$ cat config.mk
export PLATFORM = sky130hd
export DESIGN_NAME = modem_wake_detect
export DESIGN_NICKNAME = d
export VERILOG_FILES = /design/src/rtl/mwu_pkg.sv /design/src/rtl/mwu_sync_bank.sv /design/src/rtl/mwu_event_detect.sv /design/src/rtl/mwu_mask_reg.sv /design/src/rtl/mwu_event_latch.sv /design/src/rtl/modem_wake_detect.sv
export SDC_FILE = /design/constraint.sdc
export NUM_CORES = 1
export LEC_CHECK = 0
export BUFFER_PORTS_ARGS = -buffer_cell sky130_fd_sc_hd__buf_2
export CORE_ASPECT_RATIO = 1.2
export CORE_MARGIN = 2
export CORE_UTILIZATION = 52
export CTS_BUF_LIST = sky130_fd_sc_hd__clkbuf_16
export DETAILED_ROUTE_END_ITERATION = 8
export PLACE_DENSITY_LB_ADDON = 0.12
export RECOVER_POWER = 25
export SETUP_SLACK_MARGIN = 0.05
export SLEW_MARGIN = 20
export SYNTH_ARGS = -nofsm -noshare
export SYNTH_HDL_FRONTEND = slang
export SYNTH_HIERARCHICAL = 1
export SYNTH_SLANG_ARGS = --single-unit
$ cat constraint.sdc
create_clock -name clk_aon -period 2 [get_ports clk_aon]
set_clock_uncertainty 0.15 [all_clocks]
set_input_delay 0.5 -clock clk_aon [delete_from_list [all_inputs] [get_ports clk_aon]]
set_output_delay 0.5 -clock clk_aon [all_outputs]
set_load 0.005 [all_outputs]
$ cat src/rtl/mwu_pkg.sv
// Package: shared constants for the modem wake-up detector.
// Assumes four modem lines in the fixed event-bit order listed below.
package mwu_pkg;
    localparam int NUM_LINES  = 4;
    localparam int MASK_W     = 8;
    localparam int ADDR_W     = 4;
    localparam int SYNC_DEPTH = 2;
    localparam logic [ADDR_W-1:0] MASK_OFFSET = 4'hE;

    // Event bit positions, shared with the mask register layout.
    localparam int IDX_CTS  = 0;
    localparam int IDX_DSR  = 1;
    localparam int IDX_RING = 2;
    localparam int IDX_DCD  = 3;

    typedef logic [NUM_LINES-1:0] line_vec_t;
endpackage

$ cat src/rtl/mwu_sync_bank.sv
// Module: mwu_sync_bank
// Brings WIDTH asynchronous lines into the clock domain with a chain of
// STAGES flops per line. Assumes the lines are quasi-static compared with
// the clock; narrower pulses may be lost. Reset loads RST_VAL into every stage.
module mwu_sync_bank #(
    parameter int WIDTH   = 4,
    parameter int STAGES  = 2,
    parameter logic RST_VAL = 1'b1
) (
    input  logic             clk,
    input  logic             rst_n,
    input  logic [WIDTH-1:0] async_in,
    output logic [WIDTH-1:0] sync_out
);
    logic [WIDTH-1:0] stage_q [STAGES];

    // First stage captures the raw lines.
    always_ff @(posedge clk) begin
        if (!rst_n) stage_q[0] <= {WIDTH{RST_VAL}};
        else        stage_q[0] <= async_in;
    end

    generate
        for (genvar s = 1; s < STAGES; s++) begin : g_stage
            // Each later stage re-samples the one before it.
            always_ff @(posedge clk) begin
                if (!rst_n) stage_q[s] <= {WIDTH{RST_VAL}};
                else        stage_q[s] <= stage_q[s-1];
            end
        end
    endgenerate

    assign sync_out = stage_q[STAGES-1];
endmodule

$ cat src/rtl/mwu_event_detect.sv
// Module: mwu_event_detect
// Compares each synchronized line with its value one cycle earlier.
// The ring line reports only its low-to-high (indicator inactive) edge.
// Other lines report any change. Assumes active-low lines at rest high after reset.
module mwu_event_detect
    import mwu_pkg::*;
(
    input  logic      clk,
    input  logic      rst_n,
    input  line_vec_t cur_lvl,
    output line_vec_t prev_lvl,
    output line_vec_t raw_ev
);
    line_vec_t prev_q;

    // Edge history: last synchronized level of every line.
    always_ff @(posedge clk) begin
        if (!rst_n) prev_q <= '1;
        else        prev_q <= cur_lvl;
    end

    generate
        for (genvar i = 0; i < NUM_LINES; i++) begin : g_line
            if (i == IDX_RING) begin : g_trailing
                // Ring reports only the pin rising back to inactive.
                assign raw_ev[i] = ~prev_q[i] & cur_lvl[i];
            end else begin : g_delta
                // Other lines report any level change.
                assign raw_ev[i] = prev_q[i] ^ cur_lvl[i];
            end
        end
    endgenerate

    assign prev_lvl = prev_q;
endmodule

$ cat src/rtl/mwu_mask_reg.sv
// Module: mwu_mask_reg
// Holds the event disable mask, written when the offset matches.
// Only the low NUM_LINES bits steer detection; the rest are plain storage.
module mwu_mask_reg
    import mwu_pkg::*;
(
    input  logic              clk,
    input  logic              rst_n,
    input  logic              wr_en,
    input  logic [ADDR_W-1:0] wr_addr,
    input  logic [MASK_W-1:0] wr_data,
    output logic [MASK_W-1:0] mask,
    output line_vec_t         ev_enable
);
    logic [MASK_W-1:0] mask_q;
    logic              hit;

    // Address decode for the single register of this block.
    assign hit = wr_en && (wr_addr == MASK_OFFSET);

    // Mask storage, cleared so every event is enabled after reset.
    always_ff @(posedge clk) begin
        if (!rst_n)   mask_q <= '0;
        else if (hit) mask_q <= wr_data;
    end

    assign mask      = mask_q;
    assign ev_enable = ~mask_q[NUM_LINES-1:0];
endmodule

$ cat src/rtl/mwu_event_latch.sv
// Module: mwu_event_latch
// Accumulates enabled events until a status read clears them. An event on
// the clearing edge wins. The wake request is gated by the core-clock-off indication.
module mwu_event_latch
    import mwu_pkg::*;
(
    input  logic      clk,
    input  logic      rst_n,
    input  line_vec_t raw_ev,
    input  line_vec_t ev_enable,
    input  logic      clr,
    input  logic      gated,
    output line_vec_t flags,
    output logic      wake
);
    line_vec_t flags_q;
    line_vec_t kept;

    // Bits that survive this edge: none on a read, otherwise all.
    assign kept = clr ? '0 : flags_q;

    // Sticky event storage with new events taking priority over the clear.
    always_ff @(posedge clk) begin
        if (!rst_n) flags_q <= '0;
        else        flags_q <= kept | (raw_ev & ev_enable);
    end

    assign flags = flags_q;
    assign wake  = gated & (|flags_q);
endmodule

$ cat src/rtl/modem_wake_detect.sv
// Module: modem_wake_detect (top)
// Wake-up event detector for a serial port whose core clock may be gated.
// Assumes clk_aon is free-running and status_rd / cfg_wr are one-cycle strobes.
module modem_wake_detect
    import mwu_pkg::*;
(
    input  logic              clk_aon,
    input  logic              rst_aon_n,
    input  logic              cts_n,
    input  logic              dsr_n,
    input  logic              ring_n,
    input  logic              dcd_n,
    input  logic              core_clk_gated,
    input  logic              cfg_wr,
    input  logic [ADDR_W-1:0] cfg_addr,
    input  logic [MASK_W-1:0] cfg_wdata,
    input  logic              status_rd,
    output logic              wake_req,
    output logic [NUM_LINES-1:0] event_flags
);
    line_vec_t         raw_lines;
    line_vec_t         sync_q;
    line_vec_t         prev_q;
    line_vec_t         raw_ev;
    line_vec_t         ev_en;
    logic [MASK_W-1:0] mask_q;

    // Pack lines in event-bit order.
    assign raw_lines = {dcd_n, ring_n, dsr_n, cts_n};

    mwu_sync_bank #(
        .WIDTH  (NUM_LINES),
        .STAGES (SYNC_DEPTH),
        .RST_VAL(1'b1)
    ) u_sync (
        .clk     (clk_aon),
        .rst_n   (rst_aon_n),
        .async_in(raw_lines),
        .sync_out(sync_q)
    );

    mwu_event_detect u_detect (
        .clk     (clk_aon),
        .rst_n   (rst_aon_n),
        .cur_lvl (sync_q),
        .prev_lvl(prev_q),
        .raw_ev  (raw_ev)
    );

    mwu_mask_reg u_mask (
        .clk      (clk_aon),
        .rst_n    (rst_aon_n),
        .wr_en    (cfg_wr),
        .wr_addr  (cfg_addr),
        .wr_data  (cfg_wdata),
        .mask     (mask_q),
        .ev_enable(ev_en)
    );

    mwu_event_latch u_latch (
        .clk      (clk_aon),
        .rst_n    (rst_aon_n),
        .raw_ev   (raw_ev),
        .ev_enable(ev_en),
        .clr      (status_rd),
        .gated    (core_clk_gated),
        .flags    (event_flags),
        .wake     (wake_req)
    );
endmodule

# Word-level counts from Yosys, hierarchy flattened
# Memory sizes are Yosys's and may differ from the RTL's.
# Cells that the tools add are included.
totals:
  regBits: 12
  ramBits: 8
  inputBits: 21
  output_inout_bits: 5
  wordCells: 23
  memories: 1
mem_list:
  columns: ["name", "words", "word_bits", "read_ports", "rd_clocked_by_memory_dff", "write_ports", "line_no", "text"]
  rows:
  - ["u_sync.stage_q", 2, 4, 2, 0, 2, "mwu_sync_bank.sv:15", "logic [WIDTH-1:0] stage_q [STAGES];"]
classes:
  n_eq_ne: 1
  muxes: 5
  bitwise: 11
  reduce_logical: 2
op_table:
  columns: ["op", "count"]
  rows:
  - ["4-bit two-way mux", 3]
  - ["4-bit AND", 1]
  - ["4-bit equality test, second input constant", 1]
  - ["4-bit inverter", 1]
  - ["4-bit bitwise OR", 1]
  - ["4-bit OR reduction", 1]
  - ["1-bit bitwise XOR", 3]
  - ["1-bit AND", 2]
  - ["1-bit two-way mux", 2]
  - ["1-bit bitwise OR", 2]
  - ["1-bit logical AND", 1]
  - ["1-bit inverter", 1]

# Depth between registers and ports, before layout
# Gate-level depths: netlist of run 1.
depth:
  word_depth: 4
  ltp_mapped: 4
  depth_no_buf: 3

# Modules after synthesis
# The synthesis of run 1 kept the hierarchy.
modules_own_cells:
  columns: ["module", "n_inst", "cells_per_inst", "area_each_um2"]
  rows:
  - ["mwu_mask_reg", 1, 40, 351.6]
  - ["mwu_sync_bank", 1, 16, 210.2]
  - ["mwu_event_latch", 1, 17, 161.4]
  - ["mwu_event_detect", 1, 12, 137.6]

# Worst setup path after synthesis of run 1
# Ideal clock, no wire load.
synth_path:
  kind: "register -> output"
  startpoint: "register u_latch.flags_q[2] (netlist: u_latch/flags[2])"
  endpoint: "output port wake_req"
  arrival_ps: 731
  slack_ps: 619
  stages_incl_launch_ff: 2
  n_path_buf: 0
  cell_sequence: "dfxtp_1 > o41a_1"
synth_between:
  elab_chain_cells: 2
synth_rtl:
  columns: ["element", "line_no", "text"]
  rows:
  - ["start, declared", "mwu_event_latch.sv:16", "line_vec_t flags_q;"]
  - ["start signal, assigned", "mwu_event_latch.sv:25", "else flags_q <= kept | (raw_ev & ev_enable);"]
  - ["4-bit OR reduction", "mwu_event_latch.sv:29", "assign wake = gated & (|flags_q);"]
  - ["1-bit AND", "mwu_event_latch.sv:29", null]
  - ["end, declared", "modem_wake_detect.sv:18", "output logic wake_req,"]
# No other way between the ends.

# Worst setup path after layout of run 1
# Ends and elaborated chain as after synthesis.

==> results of run 1 <==
metal layers:
metal / vias to the layer above / track usage [%] / share of wire, %
met3: 5 / 6.03 / 6.2
li1: 262 / - / -
met4: 0 / 10.7 / 2.9
met1: 212 / 16.8 / 44
met2: 18 / 24.1 / 47
met5: - / 0 / 0
worst reg2reg max path: stages, from the launching register on:
cell,delay [ns]
dfxtp_1,0.34
xor2_1,0.16
nand2_1,0.07
a21boi_0,0.13
sequential cells by signal, indices dropped and copies added (netlist names):
| signal | cells |
|---|---|
| u_latch/flags | 4 |
| u_sync/stage_q | 8 |
| u_mask/mask | 4 |
| u_detect/prev_lvl | 4 |
stage by stage:
stage / instance area [um^2] / util [%]
5_1_grt: 927 / 73.5
4_1_cts: 928 / 73.6
6_report: 927 / 73.5
3_3_place_gp: 823 / 65.3
2_1_floorplan: 711 / -
3_5_place_dp: 823 / 65.3
area by class of cell:
| cell class | instances | area [um^2] |
|---|---|---|
| clock buffer | 3 | 75.1 |
| timing repair buffer | 21 | 104 |
| tap | 16 | 20.0 |
| fill | 97 | 334 |
| sequential | 20 | 400 |
| multi-input combinational | 43 | 283 |
| clock inverter | 1 | 30.0 |
| inverter | 4 | 15.0 |
worst paths after layout:
| check | start | endpoint | slack (ns) |
|---|---|---|---|
| max | u_latch/flags[2] | wake_req | 0.25 |
| min reg2reg | u_sync/stage_q[0][0] | u_sync/stage_q[1][0] | 0.26 |
| min | u_sync/stage_q[0][0] | u_sync/stage_q[1][0] | 0.26 |
| max reg2reg | u_sync/stage_q[1][0] | u_latch/flags[0] | 1.09 |
power groups by stage:
stage / logic (uW) / clock network (uW) / registers (uW)
floorplan: 25.6 / 0 / 428
global placement: 50.7 / 0 / 428
detailed placement: 52.3 / 0 / 429
CTS: 52.9 / 542 / 420
global route: 57.4 / 560 / 422
finish: 51.7 / 531 / 420
cells in the final DEF, fill, tap and decap left out:
cell,instances
dfxtp_1,20
bufinv_16,1
clkbuf_16,3
o41a_1,1
nand4_2,1
inv_1,4
xor2_1,3
nor2b_1,1
clkbuf_1,1
a21boi_0,4
nand2b_1,16
nor2_4,1
mux2i_1,4
buf_2,20
nand2_1,12
==> reports/qor.yml, run 1 <==
setup_slack_ns: 0.247
hold_slack_ns: 0.260
drc: 0
area_delta_synth_final_pct: 30.5
status: "completed"
placed_cells: 104
gp_congestion: 0.640
seq_power_share_pct: 41.9
cts_root_buf: "clkbuf_16"
num_rows: 14
cts_buffer_depth: 2
vias_per_cell: 4.60
clock_latency_ns: 0.25
die_h_um: 44.5
critPathBufInv: 1
grtUsageTotal_pct: 15.4
grt_first_pass_wirelength_mm: 1.70
design.die.area_um2: 1680
cts_resized: 0
power_frac_comb_pct: 5.2
cts_tree: "built"
hold_class: "flip-flop to flip-flop"
hold_violations: 0
dp_hpwl_um: 736
fin_cells: 108
hold_buffers: 0
antenna_found_initial: 0
initial_core_util_pct: 56.3
drtIter0Drc: 3
p_sw_uw: 164
tns_ns: 0
worstSetupEndpointType: "output port"
slew_headroom_pct: 39.8
p_per_area_nw_per_um2: 1080
dp_worst_setup_slack_ns: 0.515
pwr-share-clk_pct: 53.0
fmax_mhz: 570
crit_family: "compound AO/OA/AOI/OAI gates"
period_minus_slack_ns: 1.75
wl_mm: 1.08
cp-start-kind: "flip-flop"
ys_warn_count: 6
htreeDepth: 1
grt_max_degree: 25
grt_pass1_vias: 448
postCtsSetupBuffers: 0
post_synth_instance_area_um2: 711
p_int_uw: 840
core_area_um2: 1260
min_period_over_period_pct: 87.6
path_depth: 2
maxSlewViolCount: 0
vdd_drop_max_mv: 0.661
nets: 114
criticalPathCategory: "flip-flop to output port"
tightest_slew_ns: 0.903
antenna_cells: 0
crit_required_ns: 1.35
crit_fanout: 3
rsz0062_at_grt: "false"
vias: 497
syn-num-nets: 90
port_buffers: 21
cts_sinks: 20
die_x_um: 37.7
numCtsBuffers: 3
synth_cells: 69
wire_per_inst_um: 10.0
power.leakage_uw: 0.000383
dr.pass1.iters: 3
antenna_left: 0
ff2ff_path_depth: 3
arrival_ns: 1.10
power.total_uw: 1000
crit_chain: "o41a_1 -> buf_2"
slowest_delay_ns: 0.41
setup_viol: 0
critPathSlowestCell: "o41a_1"
synth_area_per_cell_um2: 10.3
top_level_ports: 26
hold_depth: 1
cap_violations: 0
cts.clk_slew.worst_paths_ns: 0.05
swShare_pct: 16.4
grt-ovfl-total: 0
drive_above_1_share_pct: 28.3
No activity file was read; power rests on OpenSTA's default activity.
==> inputs of run 2 (changes only) <==
--- a/config.mk
+++ b/config.mk
@@ -13,6 +13,7 @@
 export DETAILED_ROUTE_END_ITERATION = 8
 export PLACE_DENSITY_LB_ADDON = 0.12
 export RECOVER_POWER = 25
+export REMOVE_ABC_BUFFERS = 1
 export SETUP_SLACK_MARGIN = 0.05
 export SLEW_MARGIN = 20
 export SYNTH_ARGS = -nofsm -noshare
==> run 2 against run 1 <==
  * Fmax grew 0.27%
  * Combinational power grew 1%
  * Critical endpoint unchanged
  * Die area is the same
  * Final area shrank 2.8%
  * Final cell count is the same
  * Via count is the same
  * Sequential cell count is the same
  * Sequential power is essentially flat
  * Worst hold slack lost 0.0017 ns
  * Sequential share of layout area grew 1.3 points
==> reports/qor.yml, run 2 (synthesis results as in run 1) <==
antenna_left: 0  # unchanged
antenna_found_initial: 0  # unchanged
die_x_um: 37.7  # unchanged
wl_mm: 1.12  # was 1.08 mm
design.die.area_um2: 1680  # unchanged
period_minus_slack_ns: 1.75  # about the same
core_area_um2: 1260  # unchanged
grt-ovfl-total: 0  # unchanged
r2r_start: "u_sync/stage_q[1][3]"  # was u_sync/stage_q[1][0]
seq_power_share_pct: 48.7  # was 41.9%
maxSlewViolCount: 0  # unchanged
tightest_slew_ns: 0.881  # was 0.903 ns
cp-start-kind: "flip-flop"  # unchanged
swShare_pct: 17.9  # was 16.4%
antenna_cells: 0  # unchanged
power_frac_comb_pct: 6.0  # was 5.2%
cts_root_buf: "clkbuf_16"  # unchanged
fill_cells: 100  # was 97
multi_input_area_um2: 283  # unchanged
grt_pass1_vias: 488  # was 448
most-common-layout-cells: "buf_2 (20), dfxtp_1 (20), nand2b_1 (16)"  # unchanged
cts_tree: "built"  # unchanged
nets: 114  # unchanged
grt_max_degree: 25  # unchanged
endpoint: "wake_req"  # unchanged
numCtsBuffers: 3  # unchanged
hold_violations: 0  # unchanged
power.leakage_uw: 0.000370  # was 0.000383 uW
worstSetupEndpointType: "output port"  # unchanged
setup_slack_ns: 0.252  # was 0.247 ns
crit_start: "u_latch/flags[2]"  # unchanged
pwr-share-clk_pct: 45.2  # was 53.0%
area_delta_synth_final_pct: 26.8  # was 30.5%
cap_violations: 0  # unchanged
vdd_drop_max_mv: 0.704  # was 0.661 mV
largest_reg_flops: 8  # unchanged
p_int_uw: 709  # was 840 uW
initial_core_util_pct: 56.3  # unchanged
status: "completed"  # unchanged
dp_worst_setup_slack_ns: 0.505  # was 0.515 ns
min_period_over_period_pct: 87.4  # was 87.6%
drive_above_1_share_pct: 27.2  # was 28.3%
tns_ns: 0  # unchanged
p_sw_uw: 154  # was 164 uW
slew_headroom_pct: 41.2  # was 39.8%
num_rows: 14  # unchanged
cts_sinks: 20  # unchanged
crit_required_ns: 1.35  # about the same
dp_hpwl_um: 767  # was 736 um
cts.clk_slew.worst_paths_ns: 0.05  # about the same
drc: 0  # unchanged
grtUsageTotal_pct: 15.1  # was 15.4%
port_buffers: 21  # unchanged
hold_class: "flip-flop to flip-flop"  # unchanged
wire_per_inst_um: 10.4  # was 10.0 um
setup_viol: 0  # unchanged
cts_buffer_depth: 2  # unchanged
grt_first_pass_wirelength_mm: 1.79  # was 1.70 mm
die_h_um: 44.5  # unchanged
timing.rr.end: "u_latch/flags[3]"  # was u_latch/flags[0]
arrival_ns: 1.10  # about the same
fmax_mhz: 572  # was 570 MHz
rsz0062_at_grt: "false"  # unchanged
vias_per_cell: 4.60  # unchanged
criticalPathCategory: "flip-flop to output port"  # unchanged
cts_resized: 0  # unchanged
gp_congestion: 0.643  # was 0.640
p_per_area_nw_per_um2: 958  # was 1080 nW/um^2
top_level_ports: 26  # unchanged
htreeDepth: 1  # unchanged
dr.pass1.iters: 3  # unchanged
clock_latency_ns: 0.24  # was 0.25 ns
regArea_um2: 400  # unchanged
hold_buffers: 0  # unchanged
ff2ff_path_depth: 3  # unchanged
largest_register: "u_sync/stage_q"  # unchanged
postCtsSetupBuffers: 0  # unchanged
crit_fanout: 3  # unchanged
vias: 497  # unchanged
r2r_slack_ns: 1.05  # was 1.09 ns
drtIter0Drc: 1  # was 3
[run 2: changes by cell type in the layout (fill, tap and decap cells not counted), sizes merged]
cell / before / now
bufinv: 1 / 0
clkinv: 0 / 1
[run 2: critical path: stages, from the launching register on]
cell and delay (ns):
dfxtp_1 0.32, o41a_1 0.41, buf_2 0.13
[run 2: per-stage QoR]
stage / cell area (um^2) / utilization, % / hold WS (ns) / instances / total power [uW]
floorplan: 698 / - / 0.236 / 67 / 450
global placement: 823 / 65.3 / 0.239 / 104 / 478
detailed placement: 823 / 65.3 / 0.246 / 104 / 480
CTS: 902 / 71.5 / 0.261 / 108 / 873
global route: 901 / 71.4 / 0.278 / 108 / 897
finish: 901 / 71.4 / 0.258 / 108 / 863
[run 2: how the worst min path moves through the flow]
stage	slack, ns	to	start	cells after the start
2_1_floorplan	0.24	u_sync/stage_q[1][0]	u_sync/stage_q[0][0]	1
3_3_place_gp	0.24	u_sync/stage_q[1][0]	u_sync/stage_q[0][0]	1
3_5_place_dp	0.25	u_sync/stage_q[1][2]	u_sync/stage_q[0][2]	1
4_1_cts	0.26	u_sync/stage_q[1][0]	u_sync/stage_q[0][0]	1
5_1_grt	0.28	u_sync/stage_q[1][0]	u_sync/stage_q[0][0]	1
6_report	0.26	u_sync/stage_q[1][0]	u_sync/stage_q[0][0]	1
[run 2: layer usage]
layer / vias to the layer above / wire length [um] / track usage, %
li1: 264 / - / -
met2: 14 / 565 / 29.0
met5: - / 0 / 0
met4: 0 / 9 / 6.43
met3: 2 / 64 / 3.02
met1: 217 / 479 / 15.0
[run 2: power groups by stage]
| stage | Sequential (uW) | Clock, uW | Combinational, uW |
|---|---|---|---|
| floorplan | 428 | 0 | 21.9 |
| global placement | 428 | 0 | 50.5 |
| detailed placement | 428 | 0 | 52.2 |
| CTS | 420 | 399 | 53.3 |
| global route | 421 | 417 | 58.1 |
| finish | 420 | 390 | 52.2 |
[run 2: final cells by class]
cell class                 count  share of cell area (%)
clock buffer                   3                    8.33
clock inverter                 1                   0.417
inverter                       4                    1.67
multi-input combinational     43                    31.4
sequential                    20                    44.4
tap                           16                    2.22
timing repair buffer          21                    11.5
==> inputs of run 3 (changes only) <==
--- a/config.mk
+++ b/config.mk
@@ -11,7 +11,7 @@
 export CORE_UTILIZATION = 52
 export CTS_BUF_LIST = sky130_fd_sc_hd__clkbuf_16
 export DETAILED_ROUTE_END_ITERATION = 8
-export PLACE_DENSITY_LB_ADDON = 0.12
+export PLACE_DENSITY = 0.81
 export RECOVER_POWER = 25
 export REMOVE_ABC_BUFFERS = 1
 export SETUP_SLACK_MARGIN = 0.05
==> run 3 against run 2 <==
  * Sequential cell count stayed put
  * Combinational power is 0.8% higher
  * Final area is 2.9% higher
  * Register-to-register slack worse by 0.07 ns
  * Via count is 1.4% higher
  * Clock power is 37% higher
  * Fmax is 0.42% lower
  * Critical path depth stayed put
  * Die area stayed put
  * Routed wire length is 4.5% higher
  * Largest cell class unchanged
  * Highest routed layer unchanged
==> reports/qor.yml, run 3 (synthesis results as in run 1) <==
wl_mm: 1.17  # was 1.12 mm
power.leakage_uw: 0.000383  # was 0.000370 uW
grt_pass1_vias: 466  # was 488
die_h_um: 44.5  # unchanged
most-common-layout-cells: "buf_2 (20), dfxtp_1 (20), nand2b_1 (16)"  # unchanged
crit_chain: "o41a_1 -> buf_2"  # unchanged
cts_sinks: 20  # unchanged
clock_latency_ns: 0.25  # was 0.24 ns
postCtsSetupBuffers: 0  # unchanged
drc: 0  # unchanged
largest_register: "u_sync/stage_q"  # unchanged
period_minus_slack_ns: 1.76  # was 1.75 ns
p_sw_uw: 167  # was 154 uW
setup_slack_ns: 0.244  # was 0.252 ns
r2r_start: "u_detect/prev_lvl[0]"  # was u_sync/stage_q[1][3]
num_rows: 14  # unchanged
vias_per_cell: 4.67  # was 4.60
tightest_slew_ns: 0.882  # was 0.881 ns
seq_power_share_pct: 41.7  # was 48.7%
crit_fanout: 3  # unchanged
hold_violations: 0  # unchanged
r2r_slack_ns: 0.98  # was 1.05 ns
grtUsageTotal_pct: 17.6  # was 15.1%
design.die.area_um2: 1680  # unchanged
p_int_uw: 839  # was 709 uW
hold_buffers: 0  # unchanged
vdd_drop_max_mv: 0.665  # was 0.704 mV
dp_worst_setup_slack_ns: 0.509  # was 0.505 ns
vias: 504  # was 497
cp-start-kind: "flip-flop"  # unchanged
pwr-share-clk_pct: 53.0  # was 45.2%
min_period_over_period_pct: 87.8  # was 87.4%
worstSetupEndpointType: "output port"  # unchanged
holdPathEnd: "u_sync/stage_q[1][1]"  # was u_sync/stage_q[1][0]
fill_cells: 101  # was 100
antenna_found_initial: 0  # unchanged
drtIter0Drc: 4  # was 1
setup_viol: 0  # unchanged
grt_max_degree: 25  # unchanged
nets: 114  # unchanged
antenna_left: 0  # unchanged
drive_above_1_share_pct: 28.3  # was 27.2%
fmax_mhz: 570  # was 572 MHz
slowest_delay_ns: 0.41  # about the same
htreeDepth: 1  # unchanged
tns_ns: 0  # unchanged
hold_slack_ns: 0.254  # was 0.258 ns
swShare_pct: 16.6  # was 17.9%
dr.pass1.iters: 4  # was 3
largest_reg_flops: 8  # unchanged
cts_buffer_depth: 2  # unchanged
numCtsBuffers: 3  # unchanged
cts_resized: 0  # unchanged
area_delta_synth_final_pct: 30.5  # was 26.8%
port_buffers: 21  # unchanged
critPathSlowestCell: "o41a_1"  # unchanged
arrival_ns: 1.11  # was 1.10 ns
cap_violations: 0  # unchanged
grt_first_pass_wirelength_mm: 1.99  # was 1.79 mm
wire_per_inst_um: 10.8  # was 10.4 um
die_x_um: 37.7  # unchanged
criticalPathCategory: "flip-flop to output port"  # unchanged
power_frac_comb_pct: 5.2  # was 6.0%
timing.rr.end: "u_latch/flags[0]"  # was u_latch/flags[3]
antenna_cells: 0  # unchanged
status: "completed"  # unchanged
hold_depth: 1  # unchanged
utilization_pct: 73.5  # was 71.4%
maxSlewViolCount: 0  # unchanged
initial_core_util_pct: 56.3  # unchanged
hold_class: "flip-flop to flip-flop"  # unchanged
holdCritStartpoint: "u_sync/stage_q[0][1]"  # was u_sync/stage_q[0][0]
grt-ovfl-total: 0  # unchanged
cts_tree: "built"  # unchanged
gp_congestion: 0.693  # was 0.643
p_per_area_nw_per_um2: 1090  # was 958 nW/um^2
ff2ff_path_depth: 3  # unchanged
core_area_um2: 1260  # unchanged
cts.clk_slew.worst_paths_ns: 0.05  # about the same
rsz0062_at_grt: "false"  # unchanged
top_level_ports: 26  # unchanged
cts_root_buf: "clkbuf_16"  # unchanged
crit_required_ns: 1.35  # about the same
slew_headroom_pct: 41.2  # about the same
power.total_uw: 1010  # was 863 uW
run 3: changes by cell type in the layout (fill, tap and decap cells not counted):
cell and change:
bufinv_16 +1, clkinv_1 -1
run 3: area by class of cell:
class,count,area (um^2),share of cell area (%)
inverter,4,15.0,1.62
clock inverter,1,30.0,3.24
multi-input combinational,43,283,30.5
timing repair buffer,21,104,11.2
tap,16,20.0,2.16
clock buffer,3,75.1,8.10
sequential,20,400,43.2
run 3: critical path, delay by kind of cell, from the launching register on:
kind,cells,cell delay [ns]
AO/OA/AOI/OAI,1,0.41
flip-flops,1,0.32
buffers and inverters,1,0.13
run 3: layer usage:
layer  part of all wire (%)  vias up  global-route usage [%]
met5                      0        -                       0
met4                   0.77        0                    8.57
met3                    5.1        2                    6.03
met2                     53       20                    30.0
met1                     41      221                    19.1
li1                       -      261                       -
run 3: worst max-delay path by stage:
| stage | startpoint | endpoint | slack, ns | cells after the start |
|---|---|---|---|---|
| global route | u_latch/flags[2] | wake_req | 0.20 | 2 |
| finish | u_latch/flags[2] | wake_req | 0.24 | 2 |
| CTS | u_latch/flags[2] | wake_req | 0.24 | 2 |
| detailed placement | u_latch/flags[2] | wake_req | 0.51 | 2 |
| global placement | u_latch/flags[2] | wake_req | 0.52 | 2 |
| floorplan | u_latch/flags[2] | wake_req | 0.62 | 1 |
run 3: power groups by stage:
stage | sequential, uW | combinational [uW] | clock [uW]
final | 420 | 52.6 | 534
after global routing | 422 | 58.9 | 566
after floorplan | 428 | 21.9 | 0
after detailed placement | 428 | 52.2 | 0
after CTS | 420 | 53.6 | 539
after global placement | 428 | 50.4 | 0
run 3: stage by stage:
stage,std cells,cell area [um^2]
floorplan,67,698
global placement,104,823
detailed placement,104,823
CTS,108,928
global route,108,927
finish,108,927
